### src/rtl/lseq_pkg.sv
package lseq_pkg;

  // Per-line control flags, latched when a line is accepted.
  typedef struct packed {
    logic trig;
    logic hold;
    logic silence;
    logic aux;
    logic jump;
    logic clear;
  } lseq_flags_t;

endpackage

### src/rtl/lseq_prescaler.sv
// Power-of-two prescaler: tick closes every 2^shift cycles while run is high.
module lseq_prescaler #(
  parameter int SHIFT_W = 4,
  parameter int PRE_W   = 15
) (
  input  logic               clk,
  input  logic               rst_n,
  input  logic               restart,
  input  logic               run,
  input  logic [SHIFT_W-1:0] shift,
  output logic               tick
);

  // Terminal count for a 2^s cycle unit: s low bits set.
  function automatic logic [PRE_W-1:0] span_of(input logic [SHIFT_W-1:0] s);
    logic [PRE_W-1:0] m;
    for (int i = 0; i < PRE_W; i++) m[i] = (i < int'(s));
    return m;
  endfunction

  logic [PRE_W-1:0] pre_q;
  logic [PRE_W-1:0] span;

  assign span = span_of(shift);
  assign tick = run && (pre_q == span);

  always_ff @(posedge clk or negedge rst_n) begin
    if (!rst_n)        pre_q <= '0;
    else if (restart)  pre_q <= '0;
    else if (tick)     pre_q <= '0;
    else if (run)      pre_q <= pre_q + 1'b1;
  end

endmodule

### src/rtl/lseq_duration.sv
// Remaining-units counter and active flag for the current line.
module lseq_duration #(
  parameter int DUR_W = 16
) (
  input  logic             clk,
  input  logic             rst_n,
  input  logic             load,
  input  logic [DUR_W-1:0] dur_in,
  input  logic             tick,
  output logic             busy,
  output logic             last
);

  // A zero duration still lasts one unit.
  function automatic logic [DUR_W-1:0] eff_units(input logic [DUR_W-1:0] d);
    return (d == '0) ? {{(DUR_W-1){1'b0}}, 1'b1} : d;
  endfunction

  logic [DUR_W-1:0] rem_q;
  logic             busy_q;

  assign busy = busy_q;
  assign last = busy_q && tick && (rem_q == {{(DUR_W-1){1'b0}}, 1'b1});

  always_ff @(posedge clk or negedge rst_n) begin
    if (!rst_n) begin
      rem_q  <= '0;
      busy_q <= 1'b0;
    end else if (load) begin
      rem_q  <= eff_units(dur_in);
      busy_q <= 1'b1;
    end else begin
      if (busy_q && tick) rem_q <= rem_q - 1'b1;
      if (last)           busy_q <= 1'b0;
    end
  end

endmodule

### src/rtl/lseq_gate.sv
// Trigger gate: decides whether the offered line may start now.
module lseq_gate (
  input  logic line_trig,
  input  logic hold_pending,
  input  logic trigger,
  input  logic arm,
  output logic start_ok
);

  logic needs_trigger;
  logic armed_trigger;

  assign needs_trigger = line_trig || hold_pending;
  assign armed_trigger = arm && trigger;
  assign start_ok      = !needs_trigger || armed_trigger;

endmodule

### src/rtl/line_sequencer.sv
module line_sequencer #(
  parameter int DUR_W   = 16,
  parameter int SHIFT_W = 4,
  parameter int DATA_W  = 32
) (
  input  logic               clk,
  input  logic               rst_n,
  input  logic               line_valid,
  output logic               line_ready,
  input  logic [DUR_W-1:0]   line_dur,
  input  logic [SHIFT_W-1:0] line_shift,
  input  logic               line_trig,
  input  logic               line_hold,
  input  logic               line_silence,
  input  logic               line_aux,
  input  logic               line_jump,
  input  logic               line_clear,
  input  logic [DATA_W-1:0]  line_data,
  input  logic               trigger,
  input  logic               arm,
  output logic               load_stb,
  output logic               evolve_en,
  output logic [DATA_W-1:0]  exec_data,
  output logic               silence,
  output logic               aux,
  output logic               jump_req,
  output logic               clear_pulse
);
  import lseq_pkg::*;

  localparam int PRE_W = (1 << SHIFT_W) - 1;

  // Named internal events, brought out for the checker.
  logic        accept;
  logic        busy;
  logic        done;
  logic        tick;
  logic        start_ok;
  logic        slot_free;

  lseq_flags_t      flags_in;
  lseq_flags_t      flags_q;
  logic [SHIFT_W-1:0] shift_q;
  logic [DATA_W-1:0]  data_q;

  assign flags_in = '{trig:    line_trig,
                      hold:    line_hold,
                      silence: line_silence,
                      aux:     line_aux,
                      jump:    line_jump,
                      clear:   line_clear};

  lseq_gate u_gate (
    .line_trig    (line_trig),
    .hold_pending (flags_q.hold),
    .trigger      (trigger),
    .arm          (arm),
    .start_ok     (start_ok)
  );

  assign slot_free  = !busy || done;
  assign line_ready = slot_free && start_ok;
  assign accept     = line_valid && line_ready;

  lseq_prescaler #(.SHIFT_W(SHIFT_W), .PRE_W(PRE_W)) u_pre (
    .clk     (clk),
    .rst_n   (rst_n),
    .restart (accept),
    .run     (busy),
    .shift   (shift_q),
    .tick    (tick)
  );

  lseq_duration #(.DUR_W(DUR_W)) u_dur (
    .clk    (clk),
    .rst_n  (rst_n),
    .load   (accept),
    .dur_in (line_dur),
    .tick   (tick),
    .busy   (busy),
    .last   (done)
  );

  always_ff @(posedge clk or negedge rst_n) begin
    if (!rst_n) begin
      flags_q <= '0;
      shift_q <= '0;
      data_q  <= '0;
    end else if (accept) begin
      flags_q <= flags_in;
      shift_q <= line_shift;
      data_q  <= line_data;
    end
  end

  assign load_stb    = accept;
  assign clear_pulse = accept && line_clear;
  assign evolve_en   = tick;
  assign exec_data   = data_q;
  assign silence     = busy && flags_q.silence;
  assign aux         = busy && flags_q.aux;
  assign jump_req    = done && flags_q.jump;

endmodule

### config.mk
export PLATFORM = sky130hd
export DESIGN_NAME = line_sequencer
export DESIGN_NICKNAME = d
export VERILOG_FILES = /design/src/rtl/lseq_pkg.sv /design/src/rtl/lseq_prescaler.sv /design/src/rtl/lseq_duration.sv /design/src/rtl/lseq_gate.sv /design/src/rtl/line_sequencer.sv
export SDC_FILE = /design/constraint.sdc
export NUM_CORES = 1
export LEC_CHECK = 0
export BUFFER_PORTS_ARGS = -buffer_cell sky130_fd_sc_hd__buf_2
export CAP_MARGIN = 0
export CORE_UTILIZATION = 44
export CTS_BUF_LIST = sky130_fd_sc_hd__clkbuf_4
export CTS_CLUSTER_DIAMETER = 120
export DETAILED_ROUTE_END_ITERATION = 10
export PLACE_DENSITY_LB_ADDON = 0.3
export SYNTH_ARGS = -nofsm -noshare
export SYNTH_HDL_FRONTEND = slang
export SYNTH_HIERARCHICAL = 1
export SYNTH_SLANG_ARGS = --single-unit
### constraint.sdc
create_clock -name clk -period 6.3 [get_ports clk]
set_input_delay 0.315 -clock clk [delete_from_list [all_inputs] [get_ports clk]]
set_output_delay 0.315 -clock clk [all_outputs]
set_load 0.02 [all_outputs]
==> impl_results.md, run 1 <==
* Outcome: complete, no violations
* Leading area contributor after synthesis: dfrtp_1
* Syn avg cell area at 10.8 sq um
* Post-DP HPWL at 6000 um
* Post-Synthesis Cells at 384
* Crit path max fanout at 44
* Post-synth ARST share at 1.00
* Detailed Route Iter0 Violations at 159
* Horiz. Die Dim at 99.0 um
* Vias/cell at 5.48
* Area of the core at 0.00920 sq mm
* Row cnt at 35
* Hold buffer count at cts at 0
* Fin nets at 541
* Peak Freq at 196 MHz
* DRT Pass-1 Iters at 4
* Io pins at 102
* Worst-path clk slew at 0.12 ns
* Total gr overflow at 0
* Crit. End Element: output port
* Final Hold Fails at 0
* Total negative setup slack at 0 ns
* M1 wire length at 4230 um
* Max transition margin at 0.397
* P per Cell Area at 169 mW/mm^2
* Period Utilization, post-route at 0.811
* EDFF count, synth at 0
* Post-DRT Antenna Nets at 0
* Htree depth at 3
* Critical Path Start Type: flop
* Met2 wire len at 4050 um
* Count of pins over their slew limit at 0
* Synthesized cell area at 0.00414 sq mm
* Sequential element share of the synthesized area at 0.435
* Die height at 99.0 um
* Met3 wire len at 405 um
* Initial antenna violation count at 0
* # diodes at 0
* Number of global-route vias before repair at 3038
* Root Driver: clkbuf_4
* Critical Path RT at 5.98 ns
* Gr usage total at 0.186
* DRC violations left at 0
* CTS tree: built
* Number of buffers created by CTS at 9
* Syn_nets at 450
* Effective utilization at floorplan at 0.450
* Clock Latency Late Sink at 0.41 ns
* PnR worst setup slack at 1.19 ns
* Synth Register Bits at 72
* Crit Path Category: reg2out
* Highest metal used: met4
* RSZ-0062 raised after global routing: false
* Clock skew at 0.0162 ns
* Post-CTS Resized at 0
* Final setup fails at 0
* Most frequent cells after synthesis: dfrtp_1, nand2_1, mux2_4
* IO Port Bufs at 101
* Sink count of the clock tree at 72
* Count leader, synth: dfrtp_1
* Via count at 3237
* Ys flop type: dfrtp_1
* Leak at 2.21 nW
* Synth-to-Final Area Change at 14.4%
* Die ar. at 0.00980 sq mm
* Actual slew at the worst max-slew pin at 0.905 ns
* Worst VDD drop at 98.1 uV
* Post-Route WL at 8730 um
* Setup Fix Bufs, Post-CTS at 0
* Wirelength per Cell at 14.8 um
* Post-synth top area share at 0.435
* Crit path arrival time at 4.80 ns
* Synth warn at 6
* Hold crit path type: in2async
* Max_cap viols at 0
* First-pass GRT wire length at 14500 um
* Fin crit period at 5.11 ns
* Synth cell types at 65
* Pre-CTS setup slack at 1.70 ns
* Synth top area cells: dfrtp_1, mux2_4, nand2_1
* Layout cell share with drive strength beyond 1 at 0.373
* Filler cells at 870
* Largest net degree at the start of global routing at 73
* Global placement routability congestion at 0.866
* Clk buf depth at 2
worst max-delay path, cell delays in order, from the launching register on:
cell	delay (ns)
dfrtp_1	0.53
nand2_1	0.24
o22ai_2	0.11
a2111oi_1	0.33
and3_1	0.23
nand4_2	0.52
inv_1	0.34
nand2_1	0.17
or4_4	0.44
nor4b_2	0.25
nand2b_1	0.16
and3_4	0.19
buf_4	0.55
buf_2	0.29
final timing paths:
path                       depth (start not counted)  slack [ns]               to           from
max                                               13        1.19         load_stb     shift_q[1]
min reg2reg                                        1        0.52    exec_data[27]  exec_data[27]
max reg2reg                                       13        1.71    exec_data[31]     shift_q[1]
min in group clk                                   3        0.11   u_dur/rem_q[9]    line_dur[9]
max in group asynchronous                          2        5.62  u_pre/pre_q[13]          rst_n
min                                                2        0.11       shift_q[2]          rst_n
area by class of cell:
cell class	count	area (sq um)	share of cell area
well taps	111	139	0.0293
repair buffers	105	536	0.113
multi-input cells	276	2070	0.438
flip-flops and latches	72	1800	0.380
inverters	11	41.3	0.00872
clock inverters	7	78.8	0.0166
clock buffers	9	67.6	0.0143
power by group:
part	switching, mW	internal [mW]	leakage (nW)
logic	0.0163	0.0152	1.20
registers	0	0.462	0.934
clock network	0.183	0.126	0.0765
placed cells by master, fill, tap and decap left out, types with 2 or more instances in the layout:
cell type  instances
ha_1               3
nand4_1            8
o21ai_0           21
a22oi_1            2
nor2_1            17
mux2_4            39
inv_1             10
nand2b_1           5
xnor2_1            6
and3_1             6
and2_2             2
o21ai_1            2
nand3b_1           4
clkbuf_4           9
inv_6              2
buf_2            101
nor4_4             2
o211ai_1           2
a21oi_1           12
nand4b_1           4
dfrtp_1           72
or4b_1             2
nor4_1             9
mux2i_1            3
and2_1             2
nand3_1           12
buf_4              4
nor2b_1            3
or3_1              4
xor2_1             7
nand2_1           46
a21o_1             2
o31a_1             2
a31oi_1           10
nor3_1            11
kinds of logic (layout without fill, tap and decap cells):
group | Yosys count | count (layout) | synth area share
DFF | 72 | 72 | 0.435
buffers and inverters | 36 | 132 | 0.0656
and+or+nand+nor | 154 | 154 | 0.211
muxes | 43 | 43 | 0.151
adders and majority gates | 3 | 3 | 0.00906
xor gates and xnor gates | 13 | 13 | 0.0275
AOI/OAI and AO/OA | 63 | 63 | 0.101
sequential cells by signal (all words and copies together) (netlist names):
signal and cells:
exec_data 32, flags_q 4, shift_q 4, u_dur/busy 1, u_dur/rem_q 16, u_pre/pre_q 15
per-layer routing:
layer,vias up,global-route usage
met5,-,0
li1,1561,-
met3,4,0.0426
met4,0,0.0425
met2,90,0.298
met1,1582,0.256
through the flow:
step | std cells | hold slack [ns] | power, mW | instance area [sq um] | util
final | 591 | 0.112 | 0.803 | 4740 | 0.515
after detailed placement | 575 | 0.490 | 0.504 | 4590 | 0.499
after global placement | 575 | 0.487 | 0.503 | 4590 | 0.499
after global routing | 591 | 0.0727 | 0.839 | 4740 | 0.515
after floorplan | 384 | 0.0194 | 0.473 | 4140 | -
after CTS | 591 | 0.0834 | 0.817 | 4740 | 0.515
Note: power is estimated with default switching activity, not from simulation.
==> run 2: changes to the inputs <==
==> constraint.sdc (replaced) <==
create_clock -name clk -period 4.8 [get_ports clk]
set_input_delay 0.24 -clock clk [delete_from_list [all_inputs] [get_ports clk]]
set_output_delay 0.24 -clock clk [all_outputs]
set_load 0.02 [all_outputs]
==> run 2 against run 1 <==
Critical path depth fell by 1. Combinational power rose by 56%. Utilization rose by 1.9 points. Clock skew barely moved. Worst setup slack got worse by 0.45 ns. Non-clock buffer count rose by 12. Sequential power rose by 31%. First-iteration DRC count fell by 27%. Wire length rose by 9.0%. Register-to-register slack got worse by 0.66 ns. Sequential share of layout area fell by 1.4 points. Cell area rose by 3.8%. Largest cell class unchanged.
==> impl_results.md, run 2 (synthesized netlist as in run 1, its figures left out) <==
* Multi-input logic area at 0.00207 sq mm
* Area of the core at 0.00920 sq mm
* Placed cell count at 576
* Comb power frac at 0.042
* Worst Setup EP: load_stb
* Register area at 0.00180 sq mm
* Clock Latency Late Sink at 0.43 ns
* Critical Path Start Type: flop
* Die height at 99.0 um
* Filler cells at 853
* Vias/cell at 5.55
* Die ar. at 0.00980 sq mm
* Crit path arrival time at 3.82 ns
* Synth-to-Final Area Change at 18.7%
* Effective utilization at floorplan at 0.450
* Detailed Route Iter0 Violations at 116
* Io pins at 102
* Internal at 903 uW
* CP Launch Point: shift_q[3]
* Sw power at 271 uW
* Post-Route WL at 9510 um
* Clk buf depth at 2
* Worst-path clk slew at 0.14 ns
* RSZ-0062 raised after global routing: false
* Count of pins over their slew limit at 0
* Commonest non-fill, non-tap cell in the layout: buf_2
* # diodes at 0
* Hold crit path type: in2async
* Switching share of total power at 0.231
* Number of buffers created by CTS at 9
* Initial antenna violation count at 0
* Clock skew at 0.0164 ns
* Actual slew at the worst max-slew pin at 0.917 ns
* Number of global-route vias before repair at 3220
* First-pass GRT wire length at 15500 um
* Register-to-register setup slack at 1.05 ns
* IO Port Bufs at 101
* Row cnt at 35
* DRT Pass-1 Iters at 4
* Wirelength per Cell at 15.8 um
* Layout cell share with drive strength beyond 1 at 0.368
* Global placement routability congestion at 0.870
* Final Hold Fails at 0
* Flop pwr share at 0.517
* Horiz. Die Dim at 99.0 um
* Fin crit period at 4.06 ns
* Max_cap viols at 0
* Post-DP HPWL at 6370 um
* Total negative setup slack at 0 ns
* Reg2Reg Capture Point: exec_data[31]
* Reg2reg path depth at 12
* P per Cell Area at 239 mW/mm^2
* Commonest cells after routing, fill and taps aside: buf_2, dfrtp_1, nand2_1
* Crit path max fanout at 54
* Peak Freq at 246 MHz
* Reg2reg start: shift_q[3]
* Sink count of the clock tree at 72
* Gr usage total at 0.200
* Period Utilization, post-route at 0.846
* Outcome: complete, no violations
* CTS tree: built
* Post-DRT Antenna Nets at 0
* Largest net degree at the start of global routing at 73
* Post-Layout Cell Count at 603
* DRC violations left at 0
* Via count at 3345
* Critical Path RT at 4.56 ns
* Worst VDD drop at 132 uV
* Total gr overflow at 0
* Max transition margin at 0.389
* Final setup fails at 0
* Largest register FFs at 32
* Fin nets at 553
* Post-CTS Resized at 0
* Htree depth at 3
* Crit. End Element: output port
* Root Driver: clkbuf_4
* Crit Path Category: reg2out
* Clock network power share at 0.442
* Leak at 2.29 nW
==> run 2: changes by cell type in the layout (fill, tap and decap cells not counted) <==
cell	delta
inv_6	-1
clkinv_4	+1
buf_12	+1
dlygate4sd3_1	+11
bufinv_16	+2
clkinv_1	-1
clkinvlp_4	-1
==> run 2: critical path, stage by stage (launching register included) <==
cell and delay (ns):
dfrtp_1 0.55, or2_2 0.36, o2111ai_1 0.18, nor3b_1 0.28, nand4_2 0.15, inv_1 0.16
nand2_1 0.15, or4_4 0.44, nor4b_2 0.24, nand2b_1 0.16, and3_4 0.22, buf_12 0.26
buf_2 0.23
==> run 2: cell type report <==
cell class                 count  share of cell area
multi-input combinational    276               0.422
sequential                    72               0.367
timing repair buffer         117               0.135
tap                          111              0.0283
clock inverter                 7              0.0260
clock buffer                   9              0.0137
inverter                      11             0.00840
==> run 2: per-layer routing <==
metal	up-vias	routed length (um)	share of wire	global-route usage
li1	1582	-	-	-
met1	1640	4440	0.47	0.276
met2	113	4490	0.47	0.315
met3	10	495	0.052	0.0433
met4	0	78	0.0082	0.0608
met5	-	0	0	0
==> run 2: worst min-delay path by stage <==
stage | startpoint | end | slack [ns] | cells past startpoint
floorplan | rst_n | exec_data[0] | -0.06 | 0
global placement | line_dur[3] | u_dur/rem_q[3] | 0.46 | 3
detailed placement | line_dur[15] | u_dur/rem_q[15] | 0.47 | 3
CTS | line_dur[15] | u_dur/rem_q[15] | 0.006 | 3
global route | line_dur[1] | u_dur/rem_q[1] | 0.0004 | 3
finish | rst_n | u_dur/rem_q[15] | 0.02 | 2
==> run 2: repair_timing <==
item,4_1_cts,5_1_grt
hold buffers,0,11
setup buffers,0,0
hold endpoints to repair,0,11
==> run 2: power groups by stage <==
stage	sequential (mW)	combinational, mW	clock (mW)
after CTS	0.607	0.0431	0.530
after detailed placement	0.618	0.0430	0
after global routing	0.607	0.0544	0.563
after global placement	0.618	0.0426	0
after floorplan	0.618	0.00240	0
final	0.607	0.0490	0.519
==> run 2: metrics by stage <==
| stage | hold WS [ns] | setup WS, ns | power (mW) | cell area, sq um | util |
|---|---|---|---|---|---|
| floorplan | -0.0556 | 0.699 | 0.621 | 4140 | - |
| global placement | 0.460 | 1.15 | 0.661 | 4610 | 0.501 |
| detailed placement | 0.470 | 1.05 | 0.661 | 4610 | 0.501 |
| CTS | 0.00615 | 0.732 | 1.18 | 4810 | 0.523 |
| global route | 0.000385 | 0.463 | 1.22 | 4920 | 0.535 |
| finish | 0.0221 | 0.739 | 1.17 | 4920 | 0.535 |
==> run 3: changes to the inputs <==
==> constraint.sdc (replaced) <==
create_clock -name clk -period 3.55 [get_ports clk]
set_input_delay 0.1775 -clock clk [delete_from_list [all_inputs] [get_ports clk]]
set_output_delay 0.1775 -clock clk [all_outputs]
set_load 0.02 [all_outputs]
==> run 3 against run 2 <==
The run now ends with design-rule violations, negative setup slack left. Total power rose by 37%. Hold slack improved by 0.014 ns. Non-clock buffer count up 73. Combinational power increased by 120%. Via count grew 8.1%. First-iteration DRC count is 55% higher. Wire length rose by 14%. Register-to-register slack worse by 1.0 ns. Die area is the same. Critical path type unchanged. Largest power group unchanged.
==> impl_results.md, run 3 (synthesized netlist as in run 1, its figures left out) <==
* Post-DRT Antenna Nets at 0
* Leak at 2.69 nW
* Total negative setup slack at -0.0240 ns
* # diodes at 0
* Largest net degree at the start of global routing at 45
* DRC violations left at 1
* Pre-CTS setup slack at 0.0336 ns
* Clock skew at 0.0190 ns
* Max_cap viols at 0
* Fin crit period at 3.56 ns
* Row cnt at 35
* Post-layout util at 0.630
* Vias/cell at 5.36
* Period Utilization, post-route at 1.00
* Die height at 99.0 um
* Wirelength per Cell at 16.0 um
* Pwr Total at 1.61 mW
* DRT Pass-1 Iters at 10
* Fin nets at 626
* Worst-path clk slew at 0.13 ns
* Critical Path Start Type: flop
* Clk buf depth at 2
* Total gr overflow at 0
* Sink count of the clock tree at 72
* Largest register FFs at 32
* Design Area, Final at 0.00579 sq mm
* Htree depth at 3
* Placed cell count at 587
* CTS tree: built
* Gr usage total at 0.220
* Crit path arrival time at 3.38 ns
* RSZ-0062 raised after global routing: true
* Peak Freq at 281 MHz
* Register area at 0.00181 sq mm
* Multi-input logic area at 0.00217 sq mm
* Max transition margin at 0.561
* Count of pins over their slew limit at 0
* Io pins at 102
* Horiz. Die Dim at 99.0 um
* Die ar. at 0.00980 sq mm
* Hold WS at 0.0363 ns
* Via count at 3616
* Hold crit path type: in2reg
* Clock Latency Late Sink at 0.44 ns
* Commonest cells after routing, fill and taps aside: buf_2, dfrtp_1, dlygate4sd3_1
* P per Cell Area at 278 mW/mm^2
* Commonest non-fill, non-tap cell in the layout: buf_2
* Root Driver: clkbuf_4
* Area of the core at 0.00920 sq mm
* Detailed Route Iter0 Violations at 180
* Critical Path RT at 3.37 ns
* Final Hold Fails at 0
* First-pass GRT wire length at 16900 um
* Outcome: finished with violations
* Number of global-route vias before repair at 3516
* Crit path max fanout at 6
* Worst VDD drop at 225 uV
* Post-DP HPWL at 6620 um
* Actual slew at the worst max-slew pin at 0.658 ns
* Post-Route WL at 10800 um
* Post-placement cell area at 0.00475 sq mm
* Global placement routability congestion at 0.868
* Register-to-register setup slack at 0.03 ns
* Number of buffers created by CTS at 9
* Final setup fails at 2
* Filler cells at 715
* Failing checks: design-rule violations, negative setup slack
* Layout cell share with drive strength beyond 1 at 0.408
* PnR worst setup slack at -0.0121 ns
* Crit Path Category: reg2out
* IO Port Bufs at 101
* Effective utilization at floorplan at 0.450
* Crit. End Element: output port
* Post-Layout Cell Count at 675
* Initial antenna violation count at 0
* Synth-to-Final Area Change at 39.9%
==> run 3: worst max-delay path, cell delays in order, from the launching register on <==
cell,delay [ns]
dfrtp_2,0.44
buf_4,0.16
nor2b_1,0.04
o21ai_0,0.22
o311ai_1,0.21
nor3b_4,0.25
nand4_4,0.14
clkinvlp_4,0.12
nand2_4,0.05
or4_4,0.44
nor4b_4,0.24
nand2b_4,0.17
and3_4,0.23
buf_12,0.12
buf_8,0.10
==> run 3: worst paths after layout <==
path                               startpoint  cells after the start             end
worst min-delay path              line_dur[1]                      3  u_dur/rem_q[1]
min in group asynchronous               rst_n                      2   exec_data[11]
worst max-delay path               shift_q[2]                     14        load_stb
worst max register to register     shift_q[2]                     16    exec_data[8]
worst min register to register  exec_data[23]                      1   exec_data[23]
max in group asynchronous               rst_n                      3      shift_q[0]
==> run 3: metal layers <==
| layer | up-vias | global-route usage | share of wire |
|---|---|---|---|
| met2 | 116 | 0.368 | 0.50 |
| met3 | 16 | 0.0390 | 0.041 |
| met5 | - | 0 | 0 |
| met4 | 0 | 0.0792 | 0.012 |
| li1 | 1730 | - | - |
| met1 | 1754 | 0.288 | 0.45 |
==> run 3: final cells by class <==
class	instances	area share
flip-flops and latches	72	0.313
repair buffers	190	0.247
multi-input cells	276	0.375
well taps	111	0.0240
clock buffers	9	0.0117
inverters	11	0.00907
clock inverters	6	0.0201
==> run 3: timing repair <==
item	CTS	global route
hold buffers	55	0
gates resized for setup	7	28
pin swaps	4	5
hold endpoints to repair	82	0
setup endpoints to repair	7	49
cloned	1	1
setup buffers	5	11
==> run 3: power breakdown <==
| part | internal, mW | leakage, nW | switching [mW] |
|---|---|---|---|
| registers | 0.820 | 0.922 | 0 |
| logic | 0.0665 | 1.67 | 0.0400 |
| clock network | 0.359 | 0.0970 | 0.324 |
| total | 1.25 | 2.69 | 0.364 |
